### src/rtl/imrd_pkg.sv
package imrd_pkg;
  localparam int CFG_W    = 32;
  localparam int WIN_W    = 17;  // window math needs one bit above 64 KiB
  localparam int LOW_W    = 16;  // regions live inside the first 64 KiB
  localparam int NUM_RGN  = 3;

  // region index doubles as priority: lower index wins
  localparam int IDX_HT = 0;
  localparam int IDX_FC = 1;
  localparam int IDX_RO = 2;

  // configuration field positions decoded by this block
  localparam int HT_BASE_LSB = 12;
  localparam int HT_SIZE_LSB = 16;
  localparam int FC_BASE_LSB = 9;
  localparam int RO_BASE_LSB = 9;
  localparam int RO_SIZE_LSB = 16;

  localparam logic [WIN_W-1:0] FC_LEN     = 17'h01000;
  localparam logic [WIN_W-1:0] HT_LEN_MIN = 17'h01000;
  localparam logic [WIN_W-1:0] RO_LEN_SM  = 17'h00200;
  localparam logic [WIN_W-1:0] RO_LEN_LG  = 17'h02000;

  typedef struct packed {
    logic [3:0] base;
    logic [1:0] size;
  } ht_cfg_t;

  typedef struct packed {
    logic [6:0] base;
  } fc_cfg_t;

  typedef struct packed {
    logic [6:0] base;
    logic       size;
  } ro_cfg_t;

  typedef enum logic [1:0] {
    CSEL_HT  = 2'd0,
    CSEL_FC  = 2'd1,
    CSEL_RO  = 2'd2,
    CSEL_NOP = 2'd3
  } cfg_sel_e;
endpackage

### src/rtl/imrd_cfg_regs.sv
module imrd_cfg_regs
  import imrd_pkg::*;
(
  input  logic             clk,
  input  logic             rst_n,
  input  logic             cfg_we,
  input  logic [1:0]       cfg_sel,
  input  logic [CFG_W-1:0] cfg_wdata,
  output ht_cfg_t          ht_cfg,
  output fc_cfg_t          fc_cfg,
  output ro_cfg_t          ro_cfg
);
  ht_cfg_t ht_d;
  fc_cfg_t fc_d;
  ro_cfg_t ro_d;
  logic    ht_en, fc_en, ro_en;

  logic unused_cfg_bits;
  assign unused_cfg_bits = ^{cfg_wdata[CFG_W-1:18], cfg_wdata[8:0]};

  always_comb begin
    ht_en = cfg_we && (cfg_sel == CSEL_HT);
    fc_en = cfg_we && (cfg_sel == CSEL_FC);
    ro_en = cfg_we && (cfg_sel == CSEL_RO);
    ht_d.base = cfg_wdata[HT_BASE_LSB +: 4];
    ht_d.size = cfg_wdata[HT_SIZE_LSB +: 2];
    fc_d.base = cfg_wdata[FC_BASE_LSB +: 7];
    ro_d.base = cfg_wdata[RO_BASE_LSB +: 7];
    ro_d.size = cfg_wdata[RO_SIZE_LSB];
  end

  always_ff @(posedge clk or negedge rst_n) begin
    if (!rst_n) begin
      ht_cfg <= '0;
      fc_cfg <= '0;
      ro_cfg <= '0;
    end else begin
      if (ht_en) ht_cfg <= ht_d;
      if (fc_en) fc_cfg <= fc_d;
      if (ro_en) ro_cfg <= ro_d;
    end
  end
endmodule

### src/rtl/imrd_bounds.sv
module imrd_bounds
  import imrd_pkg::*;
(
  input  ht_cfg_t                         ht_cfg,
  input  fc_cfg_t                         fc_cfg,
  input  ro_cfg_t                         ro_cfg,
  output logic [NUM_RGN-1:0][WIN_W-1:0]   rgn_start,
  output logic [NUM_RGN-1:0][WIN_W-1:0]   rgn_limit
);
  logic [WIN_W-1:0] ht_len, ro_len;

  always_comb begin
    ht_len = HT_LEN_MIN << ht_cfg.size;
    ro_len = ro_cfg.size ? RO_LEN_LG : RO_LEN_SM;

    rgn_start[IDX_HT] = {1'b0, ht_cfg.base, 12'h000};
    rgn_start[IDX_FC] = {1'b0, fc_cfg.base, 9'h000};
    rgn_start[IDX_RO] = {1'b0, ro_cfg.base, 9'h000};

    rgn_limit[IDX_HT] = rgn_start[IDX_HT] + ht_len;
    rgn_limit[IDX_FC] = rgn_start[IDX_FC] + FC_LEN;
    rgn_limit[IDX_RO] = rgn_start[IDX_RO] + ro_len;
  end
endmodule

### src/rtl/imrd_window.sv
module imrd_window
  import imrd_pkg::*;
(
  input  logic             in_low,
  input  logic [LOW_W-1:0] addr_lo,
  input  logic [WIN_W-1:0] start,
  input  logic [WIN_W-1:0] limit,
  output logic             hit
);
  logic [WIN_W-1:0] a_ext;

  always_comb begin
    a_ext = {1'b0, addr_lo};
    hit   = in_low && (a_ext >= start) && (a_ext < limit);
  end
endmodule

### src/rtl/imrd_resp.sv
module imrd_resp #(
  parameter int DATA_W = 32
) (
  input  logic              clk,
  input  logic              rst_n,
  input  logic              rd_fire,
  input  logic [3:0]        sel_vec,   // {ht, fc, ro, mem}
  input  logic [DATA_W-1:0] ht_rdata,
  input  logic [DATA_W-1:0] fc_rdata,
  input  logic [DATA_W-1:0] ro_rdata,
  input  logic [DATA_W-1:0] mem_rdata,
  output logic              rsp_valid,
  output logic [DATA_W-1:0] rsp_rdata
);
  logic [DATA_W-1:0] data_d;

  always_comb begin
    data_d = ({DATA_W{sel_vec[3]}} & ht_rdata)
           | ({DATA_W{sel_vec[2]}} & fc_rdata)
           | ({DATA_W{sel_vec[1]}} & ro_rdata)
           | ({DATA_W{sel_vec[0]}} & mem_rdata);
  end

  always_ff @(posedge clk or negedge rst_n) begin
    if (!rst_n) begin
      rsp_valid <= 1'b0;
      rsp_rdata <= '0;
    end else begin
      rsp_valid <= rd_fire;
      if (rd_fire) rsp_rdata <= data_d;
    end
  end
endmodule

### src/rtl/imem_region_decoder.sv
module imem_region_decoder
  import imrd_pkg::*;
#(
  parameter int DATA_W    = 32,
  parameter int MEM_BYTES = 4194304,
  localparam int ADDR_W   = $clog2(MEM_BYTES),
  localparam int BE_W     = DATA_W / 8
) (
  input  logic              clk,
  input  logic              rst_n,
  input  logic              cfg_we,
  input  logic [1:0]        cfg_sel,
  input  logic [31:0]       cfg_wdata,
  input  logic              req_valid,
  input  logic              req_write,
  input  logic [ADDR_W-1:0] req_addr,
  input  logic [BE_W-1:0]   req_be,
  input  logic [DATA_W-1:0] req_wdata,
  output logic              ht_sel,
  output logic              fc_sel,
  output logic              ro_sel,
  output logic              mem_sel,
  output logic [ADDR_W-1:0] out_addr,
  output logic              out_write,
  output logic [BE_W-1:0]   out_be,
  output logic [DATA_W-1:0] out_wdata,
  input  logic [DATA_W-1:0] ht_rdata,
  input  logic [DATA_W-1:0] fc_rdata,
  input  logic [DATA_W-1:0] ro_rdata,
  input  logic [DATA_W-1:0] mem_rdata,
  output logic              rsp_valid,
  output logic [DATA_W-1:0] rsp_rdata
);
  localparam logic [ADDR_W-1:0] REV_MASK = ADDR_W'(MEM_BYTES - 16);

  ht_cfg_t ht_cfg;
  fc_cfg_t fc_cfg;
  ro_cfg_t ro_cfg;
  logic [NUM_RGN-1:0][WIN_W-1:0] rgn_start, rgn_limit;
  logic [NUM_RGN-1:0]            rgn_hit;
  logic [ADDR_W-1:0]             eff_addr;
  logic                          eff_low;

  imrd_cfg_regs u_cfg (
    .clk       (clk),
    .rst_n     (rst_n),
    .cfg_we    (cfg_we),
    .cfg_sel   (cfg_sel),
    .cfg_wdata (cfg_wdata),
    .ht_cfg    (ht_cfg),
    .fc_cfg    (fc_cfg),
    .ro_cfg    (ro_cfg)
  );

  imrd_bounds u_bnd (
    .ht_cfg    (ht_cfg),
    .fc_cfg    (fc_cfg),
    .ro_cfg    (ro_cfg),
    .rgn_start (rgn_start),
    .rgn_limit (rgn_limit)
  );

  // aperture mirror in 16-byte units
  always_comb begin
    eff_addr = req_addr ^ REV_MASK;
    eff_low  = ~|eff_addr[ADDR_W-1:LOW_W];
  end

  for (genvar g = 0; g < NUM_RGN; g++) begin : g_win
    imrd_window u_win (
      .in_low  (eff_low),
      .addr_lo (eff_addr[LOW_W-1:0]),
      .start   (rgn_start[g]),
      .limit   (rgn_limit[g]),
      .hit     (rgn_hit[g])
    );
  end

  // fixed priority: hash table, then context store, then runout
  always_comb begin
    ht_sel  = req_valid &&  rgn_hit[IDX_HT];
    fc_sel  = req_valid && !rgn_hit[IDX_HT] &&  rgn_hit[IDX_FC];
    ro_sel  = req_valid && !rgn_hit[IDX_HT] && !rgn_hit[IDX_FC] && rgn_hit[IDX_RO];
    mem_sel = req_valid && ~|rgn_hit;
    out_addr  = eff_addr;
    out_write = req_write;
    out_be    = req_be;
    out_wdata = req_wdata;
  end

  imrd_resp #(.DATA_W(DATA_W)) u_rsp (
    .clk       (clk),
    .rst_n     (rst_n),
    .rd_fire   (req_valid && !req_write),
    .sel_vec   ({ht_sel, fc_sel, ro_sel, mem_sel}),
    .ht_rdata  (ht_rdata),
    .fc_rdata  (fc_rdata),
    .ro_rdata  (ro_rdata),
    .mem_rdata (mem_rdata),
    .rsp_valid (rsp_valid),
    .rsp_rdata (rsp_rdata)
  );
endmodule

### config.mk
export PLATFORM = sky130hd
export DESIGN_NAME = imem_region_decoder
export DESIGN_NICKNAME = d
export VERILOG_FILES = /design/src/rtl/imrd_pkg.sv /design/src/rtl/imrd_cfg_regs.sv /design/src/rtl/imrd_bounds.sv /design/src/rtl/imrd_window.sv /design/src/rtl/imrd_resp.sv /design/src/rtl/imem_region_decoder.sv
export SDC_FILE = /design/constraint.sdc
export NUM_CORES = 1
export LEC_CHECK = 0
export ABC_AREA = 1
export CAP_MARGIN = 0
export CELL_PAD_IN_SITES_DETAIL_PLACEMENT = 2
export CELL_PAD_IN_SITES_GLOBAL_PLACEMENT = 2
export CORE_AREA = 2 2 237 122
export CTS_CLUSTER_SIZE = 25
export DETAILED_ROUTE_END_ITERATION = 10
export DIE_AREA = 0 0 239 124
export PLACE_DENSITY_LB_ADDON = 0.2
export SYNTH_ARGS = -nofsm -noshare
export SYNTH_HDL_FRONTEND = slang
export SYNTH_SLANG_ARGS = --single-unit
export TNS_END_PERCENT = 30
### constraint.sdc
create_clock -name clk -period 7.5 [get_ports clk]
set_input_delay 2.25 -clock clk [delete_from_list [all_inputs] [get_ports clk]]
set_output_delay 2.25 -clock clk [all_outputs]
set_load 0.01 [all_outputs]
==> impl_summary.md, run 1 <==
Run status
The flow ran to the end, and the final reports show no timing, DRC or antenna violations.

Power
The worst-case IR drop observed on VDD is 0.06861 mV. Dividing total power by cell area gives a power density of 148.5 nW/µm². The reported leakage power is 3.866 nW.

Critical path
The required time at the worst-slack endpoint is 5250 ps. The minimum setup slack among reg-to-reg paths is 4240 ps. The element type at the critical path end is a primary output.

The launching element type of the critical path is a primary input. The path type of the worst setup path is in2out. In this run the worst path has a maximum fanout of 12. The slowest stage of the critical path belongs to the cell clkdlybuf4s50_1. The cell repeated most along the worst path is nand2_1. The signal on the critical path passes through clkdlybuf4s50_1 -> inv_1 -> ha_1 -> nand2_1 -> inv_2 -> nand3_1 -> nor2_1 -> nand2_1 -> a21oi_4 -> nand2_1 -> nor2_1 -> clkdlybuf4s50_1.

In this design, the stage delay of the slowest critical-path cell is 560 ps. The critical path data arrival time is 4850 ps.

CTS
The number of setup buffers added after CTS is 0. The clock latency on the worst-skew pair is 310 ps. Clock-pin slew was measured on the worst setup and hold paths at 80 ps.

For this design, the CTS-stage hold fixing added 0 buffers. Buffers inserted during clock tree synthesis total 5. The TritonCTS clock tree is built. Clock tree synthesis selected as its root buffer the cell clkbuf_16. CTS built an H-tree with a depth of 2. Counting along the longest clock path gives a buffer depth of 2.

The number of sinks on the clock net is 54.

Floorplanning
The die is 124 µm tall. The top-level port count is 321. The die is 239 µm wide.

The row count is 43. For this configuration, the core starts out at a cell density of 0.1993. The placeable core region is 27440 µm². The floorplan step defined a die boundary enclosing 29640 µm².

Yosys
Counting every net in the synthesized netlist gives 1102. Synthesis produced a netlist whose cell count is 836. In this run, synthesis inferred 0 flip-flops with an integrated enable. In the synthesized netlist the async set-or-reset flop fraction comes to 1.000. The post-synthesis sequential element count is 54. The commonest register cell after synthesis is dfrtp_1. The summed instance area of the synthesized netlist is 5468 µm². During synthesis, Yosys emitted a total of 0 warnings. Of the synthesized area, sequential elements account for 0.2471. The average instance in the mapped netlist occupies 6.540 µm². The synthesized netlist contains 30 unique library cells.

Final layout
From synthesis to final layout, the design area changed by 44.74%. The finished layout holds 1358 standard cells, fillers aside. The area of all sequential standard cells is 1351 µm². The share of final-layout standard cells stronger than drive strength 1 is 0.09045.

The multi-input combinational cells in the finished layout cover a total of 2925 µm². The final-layout fill cell count is 3222. After the last flow step, the layout net total stands at 1260.

GRT
The via count of the first global-routing pass came to 6515. Entering global routing, the biggest net connects 55 pins. For this run the aggregate overflow at the end of global routing stands at 0. The first global-routing pass estimated 36520 µm of wire. The number of antenna violations at the first check in global routing is 3. The overall global routing resource usage is 0.1594.

Drt
In the final routed layout, each cell accounts on average for 17.44 µm. The count of unresolved DRC violations after routing is 0. The detailed router finished its first iteration with 167 violations. The total number of vias is 5938.

The detail-routed via count per cell is 4.373. The first-pass iteration count of the detailed router is 4. The number of nets still failing antenna checks after routing is 0. The final wirelength is 23680 µm.

Placement
The weighted congestion at the end of routability-driven global placement is 0.7683. During placement, the flow inserted port buffers numbering 225. Once placement completed, the tool counted placed cells totaling 1347. Detailed placement ended at an HPWL of 18620 µm.

STA
Adding up every negative setup slack in the final design gives 0 ps. Setup repair after global routing left no endpoint under its margin. Setup violations remaining at the end of the flow were counted as 0. At the pin with the least slew margin, the transition time is 789.7 ps. The total count of hold-check failures in the final report was 0. The total count of max-transition violations in the final report came to 0.

The worst-case clock skew is 4.302 ps. The highest clock frequency the design can meet is 0.1408 GHz. In the finished design, the share of the clock period the worst path needs comes to 0.9473. The worst slew margin relative to its limit is 0.4735.

The final worst hold slack is 491.9 ps. The minimum clock period after layout is 7105 ps.

Flow run
Max-cap violations in this run came to 0.

Worst hold path
The worst hold path belongs to the class reg2reg.
-- final timing paths --
path | startpoint | end | cells past startpoint
max | req_addr[15] | ht_sel | 12
min | u_cfg.fc_cfg[1]$_DFFE_PN0P_ | u_cfg.fc_cfg[1]$_DFFE_PN0P_ | 2
max reg2reg | u_cfg.ht_cfg[0]$_DFFE_PN0P_ | u_rsp.rsp_rdata[26]$_DFFE_PN0P_ | 18
min reg2reg | u_cfg.fc_cfg[1]$_DFFE_PN0P_ | u_cfg.fc_cfg[1]$_DFFE_PN0P_ | 2
max in group asynchronous | rst_n | u_rsp.rsp_rdata[28]$_DFFE_PN0P_ | 2
min in group asynchronous | rst_n | u_cfg.ro_cfg[1]$_DFFE_PN0P_ | 2
-- what timing repair did --
| action | CTS | global route |
|---|---|---|
| gates resized for setup | 0 | 1 |
| setup endpoints to repair | 0 | 2 |
| endpoints found under the hold margin | 0 | 0 |
-- power breakdown --
| part | internal (mW) | leakage, nW | total (mW) | switching, mW |
|---|---|---|---|---|
| clock | 0.158 | 0.0761 | 0.286 | 0.128 |
| combinational | 0.252 | 3.15 | 0.524 | 0.272 |
| sequential | 0.332 | 0.645 | 0.365 | 0.0331 |
-- placed cells by master (no fill, tap or decap), drive strengths merged, types with 25 or more instances in the layout --
cell	synthesis	final
nand3	77	77
nand2	183	183
dfrtp	54	54
or2	32	32
o21ai	25	25
nor2	32	32
nand4	101	101
clkdlybuf4s50	0	224
inv	176	176
ha	40	40
-- logic make-up (layout without fill, tap and decap cells) --
family / after synthesis / count (layout) / share of synthesized area
flip-flops: 54 / 54 / 0.2471
other: 0 / 3 / 0
adder cells (fa/ha/maj): 41 / 41 / 0.09519
XOR/XNOR: 9 / 9 / 0.01442
AO/OA/AOI/OAI: 43 / 43 / 0.04508
AND/OR/NAND/NOR: 425 / 425 / 0.3771
buffers and inverters: 264 / 423 / 0.2211
-- stage by stage --
step	worst slack, ps	instance area (µm²)	util	power, mW
detailed placement	204.8	7734	0.2819	0.9077
floorplan	1363	5468	-	0.6637
CTS	200.0	7904	0.2881	1.210
global route	141.7	7914	0.2884	1.282
finish	395.5	7914	0.2884	1.176
global placement	300.5	7734	0.2819	0.8861
-- synth_stat cells (4+ instances only) --
cell        n  area (µm²)
nand2_2     4       25.02
inv_2      30       112.6
ha_1       40       500.5
buf_2      27       135.1
o21ai_0    22       110.1
xnor2_1     5       43.79
inv_1     146       548.0
nor2_1     29       108.9
clkbuf_1   11       41.29
nand4_1   101       631.9
or2_2      25       156.4
nand2_1   179       671.9
buf_4      43       322.8
xor2_1      4       35.03
dfrtp_1    54        1351
nand3_1    76       380.4
a21oi_1    11       55.05
or2_1       7       43.79
-- area by class of cell --
| class | count | area share |
|---|---|---|
| Multi-Input combinational cell | 518 | 0.3696 |
| Timing Repair Buffer | 238 | 0.2963 |
| Sequential cell | 54 | 0.1708 |
| Inverter | 177 | 0.08395 |
| Tap cell | 360 | 0.05692 |
| Clock buffer | 5 | 0.01581 |
| Clock inverter | 3 | 0.005692 |
| Antenna cell | 3 | 0.0009486 |
-- routing by layer --
| layer | global-route usage | share of wire | up-vias |
|---|---|---|---|
| met5 | 0 | 0 | - |
| met4 | 0.03828 | 0.012 | 0 |
| met3 | 0.02327 | 0.030 | 21 |
| met2 | 0.3109 | 0.54 | 87 |
| met1 | 0.1845 | 0.42 | 2894 |
| li1 | - | - | 2936 |
-- registers in the layout, summed over array words and instances, names as in the netlist --
| signal | count |
|---|---|
| u_cfg.ro_cfg | 8 |
| u_cfg.ht_cfg | 6 |
| u_cfg.fc_cfg | 7 |
| u_rsp.rsp_rdata | 32 |
| u_rsp.rsp_valid | 1 |
-- critical path, delay by kind of cell --
family	cells	cell delay (ps)
fa+ha+maj	1	360
buf+inv	4	1240
compound gates	1	380
simple gates	6	610
Power figures use the tool's default switching activity.
==> run 2: changes to the inputs <==
--- a/config.mk
+++ b/config.mk
@@ -5,14 +5,13 @@
 export SDC_FILE = /design/constraint.sdc
 export NUM_CORES = 1
 export LEC_CHECK = 0
-export ABC_AREA = 1
 export CAP_MARGIN = 0
 export CELL_PAD_IN_SITES_DETAIL_PLACEMENT = 2
 export CELL_PAD_IN_SITES_GLOBAL_PLACEMENT = 2
-export CORE_AREA = 2 2 237 122
+export CORE_AREA = 2 2 222 115
 export CTS_CLUSTER_SIZE = 25
 export DETAILED_ROUTE_END_ITERATION = 10
-export DIE_AREA = 0 0 239 124
+export DIE_AREA = 0 0 224 117
 export PLACE_DENSITY_LB_ADDON = 0.2
 export SYNTH_ARGS = -nofsm -noshare
 export SYNTH_HDL_FRONTEND = slang
==> impl_summary.md, run 2 <==
Yosys
The gate count after technology mapping is 579 (-31%). The most used standard cell by instance count after synthesis is dfrtp_1. The count of flip-flops with a built-in enable after synthesis is 0 (unchanged).

The area share of the leading cell type in the synthesized netlist is 0.2695 (+0.02239). The sequential element share of the synthesized area is 0.2695 (+0.02239). The post-synthesis sequential element count is 54 (unchanged).

The distinct cell type count of the synthesized netlist is 46 (+53%). By area the synthesized netlist is led by dfrtp_1 27%, ha_1 10%, mux2i_1 6.4%. The share of flip-flops with an asynchronous set or reset is 1.000 (unchanged). The summed instance area of the synthesized netlist is 5014 µm² (-8.3%). The biggest area contributor in the post-synthesis netlist is dfrtp_1. The commonest register cell after synthesis is dfrtp_1.

The synthesis warning total came to 0 (unchanged). The post-synthesis area per instance is 8.659 µm² (+32%). The synthesized net count is 845 (-23%). Ranked by instance count, the synthesized netlist is headed by 54 x dfrtp_1, 41 x buf_4, 40 x ha_1, 40 x inv_1, 39 x nand2_1.

GRT
The pin count of the biggest net entering global routing is 62 (+13%). The aggregate global routing overflow is 0 (unchanged). The via count of the first global-routing pass is 5824 (-11%). The overall global routing resource usage was 0.1746 (+0.01516). The number of antenna violations at the first check in global routing came to 1 (-2).

The wire length of the first global-routing pass is 34310 µm (-6.1%).

CTS
The number of buffers created by CTS is 5 (unchanged). The hold buffer count at CTS is 0 (unchanged). The clock transition at the registers of the reported paths is 70 ps (about the same). The number of sinks on the clock net is 54 (unchanged). The clock latency on the worst-skew pair is 320 ps (about the same).

The buffer depth of the longest clock path is 2 (unchanged). The TritonCTS clock tree is built. In this run the clock root is driven by a clkbuf_16. The CTS H-tree depth was 2 (unchanged).

Drt
The topmost layer with routed signal wires is met4. The total number of vias is 5154 (-13%). The met3 wire length was 1410 µm (+100%). The violation count after the first detailed-route iteration was 278 (+66%). The number of nets still failing antenna checks after routing came to 0 (unchanged).

The detail-routed via count per cell is 4.763 (+8.9%). The met1 layer wirelength in the final routing is 11250 µm (+13%). The final wirelength came to 22870 µm (-3.5%).

The average wire length per cell after detail routing is 21.13 µm (+21%). The count of unresolved DRC violations after routing is 0 (unchanged). The sum of met2 wire segment lengths after detailed routing is 10030 µm (-21%). The first-pass iteration count of the detailed router was 6 (+2).

STA
The worst-case clock skew is 13.79 ps (+9.490 ps). The slew of the pin with the lowest slew margin is 847.8 ps (+58.09 ps). The worst slew margin relative to its limit is 0.4348 (-0.03872). The final period utilization came to 0.9820 (+0.03477). The minimum clock period after layout was 7365 ps (+260.8 ps).

The total count of hold-check failures in the final report came to 0 (unchanged). The highest clock frequency the design can meet is 0.1358 GHz (-3.5%). The final-report setup violation count was 0 (unchanged). The sum of negative setup slack is 0 ps (unchanged). The worst path setup slack after routing came to 134.7 ps (-260.8 ps). Setup repair after global routing left no endpoint under its margin.

The total count of max-transition violations in the final report is 0 (unchanged).

Power
The cell-internal power is 0.8499 mW (+14%). The combinational group share of total power is 0.475 (+0.029). The power density normalized to cell area is 176.7 nW/µm² (+19%). The reported leakage power is 3.225 nW (-17%). The part of the power in registers was 0.277 (-0.034). The maximum resistive drop on vdd is 0.07146 mV (+4.2%). The relative contribution of the clock network to total power came to 0.248 (+0.005).

The net switching fraction of the power is 0.3699 (+0.001468). The net switching power of the design is 0.4989 mW (+15%). The total chip power is 1.349 mW (+15%).

Critical path
The minimum setup slack among reg-to-reg paths came to 3940 ps (-300 ps). The critical path data arrival time is 5120 ps (+270 ps). In this run the worst setup path begins at req_addr[14]. The required time at the worst-slack endpoint is 5250 ps (about the same). The launching element type of the critical path is a primary input. The startpoint of the most critical register-to-register path is u_cfg.ro_cfg[0]$_DFFE_PN0P_. The depth of the most critical reg-to-reg path is 14 (-4). The endpoint identified for the worst register-to-register timing path is u_rsp.rsp_rdata[25]$_DFFE_PN0P_. The largest driver fanout on the critical path is 6 (-6). The worst setup path endpoint is mem_sel. The path type of the worst setup path is in2out. STA classifies the critical path endpoint as a primary output.

Placement
The post-placement cell area is 7377 µm² (-4.6%). The post-place setup slack is -21.90 ps (-226.7 ps). The weighted congestion at the end of routability-driven global placement is 0.7602 (-1.1%).

The HPWL after detailed placement is 17750 µm (-4.6%). The count of buffers from port buffering came to 225 (unchanged).

Floorplanning
The row count is 41 (-4.7%). The total die area is 26210 µm² (-12%). The top-level port count came to 321 (unchanged). The placeable core region is 24470 µm² (-11%). The chip width is 224 µm (-6.3%). The height of the die is 117 µm (-5.6%).

The starting density of the core is 0.2049 (+0.005618).

Worst hold path
In this run the worst hold path is classified as reg2reg.

Final layout
Leaving out fill and tap cells, the most frequent cell in the layout is clkdlybuf4s50_1. The share of final-layout standard cells stronger than drive strength 1 was 0.1237 (+0.03323). The largest registers in the layout are u_rsp.rsp_rdata (32), u_cfg.ro_cfg (8), u_cfg.fc_cfg (7). Compared with the post-synthesis result, the final layout area differs by 52.28%.

The library cells used most frequently in the layout, excluding fill and tap cells, are 223 x clkdlybuf4s50_1, 54 x dfrtp_1, 40 x ha_1, 39 x nand2_1, 38 x inv_1. The flip-flop count of the largest register, all copies and words added was 32 (unchanged). The number of nets in the finished design came to 1025 (-19%). The count of antenna diodes in the layout was 0 (-3). The share of the core filled with cells is 0.3120 (+0.02359). More flip-flops sit in one register than any other, and that register is u_rsp.rsp_rdata.

The area of all placed cells without fillers is 7635 µm² (-3.5%).

Run status
The run finished with clean final reports.

Flow run
The reported max-cap violation count is 0 (unchanged).
run 2: changes by cell type after synthesis, moves of 25 or more:
cell / previous run / this run
a32oi_1: 0 / 32
and2_1: 0 / 34
inv_1: 146 / 40
inv_2: 30 / 0
mux2i_1: 0 / 32
nand2_1: 179 / 39
nand3_1: 76 / 37
nand4_1: 101 / 5
o21ai_1: 3 / 28
o31ai_1: 0 / 32
run 2: kinds of logic (layout without fill, tap and decap cells):
| family | count (synthesis) | count (layout) | share of synthesized area |
|---|---|---|---|
| flip-flops | 54 | 54 | 0.2695 |
| adder cells (fa/ha/maj) | 41 | 41 | 0.1038 |
| buffers and inverters | 115 | 296 | 0.1248 |
| AO/OA/AOI/OAI | 132 | 132 | 0.1874 |
| AND/OR/NAND/NOR | 178 | 178 | 0.1944 |
| XOR/XNOR | 9 | 9 | 0.01572 |
| multiplexers | 50 | 50 | 0.1043 |
run 2: worst max-delay path, stage by stage:
cell and delay, ps:
clkdlybuf4s50_1 510, clkinvlp_4 220, buf_4 200, ha_1 220, a2111oi_2 340, a21oi_1 180, or3_1 470, and3_1 230
clkdlybuf4s50_1 490
run 2: cell type report:
cell class | count | area, µm²
clock buffer | 6 | 138.9
clock inverter | 2 | 60.06
fill | 2704 | 16830
inverter | 40 | 157.7
multi-input combinational | 410 | 3102
sequential | 54 | 1351
tap | 322 | 402.9
timing repair buffer | 248 | 2422
run 2: worst min-delay path by stage:
stage | from | endpoint | slack, ps | cells after the start
6_report | u_cfg.fc_cfg[1]$_DFFE_PN0P_ | u_cfg.fc_cfg[1]$_DFFE_PN0P_ | 520 | 1
5_1_grt | u_cfg.fc_cfg[1]$_DFFE_PN0P_ | u_cfg.fc_cfg[1]$_DFFE_PN0P_ | 540 | 1
4_1_cts | u_cfg.fc_cfg[2]$_DFFE_PN0P_ | u_cfg.fc_cfg[2]$_DFFE_PN0P_ | 520 | 1
3_5_place_dp | u_cfg.fc_cfg[2]$_DFFE_PN0P_ | u_cfg.fc_cfg[2]$_DFFE_PN0P_ | 510 | 1
3_3_place_gp | u_cfg.ro_cfg[6]$_DFFE_PN0P_ | u_cfg.ro_cfg[6]$_DFFE_PN0P_ | 500 | 1
2_1_floorplan | u_cfg.fc_cfg[1]$_DFFE_PN0P_ | u_cfg.fc_cfg[1]$_DFFE_PN0P_ | 480 | 1
run 2: stage by stage:
step / hold slack [ps] / instances
after CTS: 524.7 / 1078
after floorplan: 479.4 / 579
after global placement: 498.6 / 1070
after detailed placement: 506.9 / 1070
after global routing: 538.7 / 1082
final: 516.6 / 1082
run 2: repair_timing:
item                                    in CTS  in global routing
cloned                                       0                  0
endpoints found under the hold margin        0                  0
endpoints found under the setup margin       1                  3
resized for setup                            1                  6
buffers inserted                             0                  4
run 2: power by group through the flow:
stage / logic [mW] / clock network (mW) / registers (mW)
2_1_floorplan: 0.330 / 0 / 0.381
3_3_place_gp: 0.606 / 0 / 0.378
3_5_place_dp: 0.639 / 0 / 0.381
4_1_cts: 0.644 / 0.346 / 0.375
5_1_grt: 0.711 / 0.354 / 0.381
6_report: 0.641 / 0.334 / 0.374
run 2: routing by layer:
metal,vias up,track usage
li1,2410,-
met1,2574,0.2451
met2,154,0.2774
met3,16,0.04119
met4,0,0.02933
met5,-,0
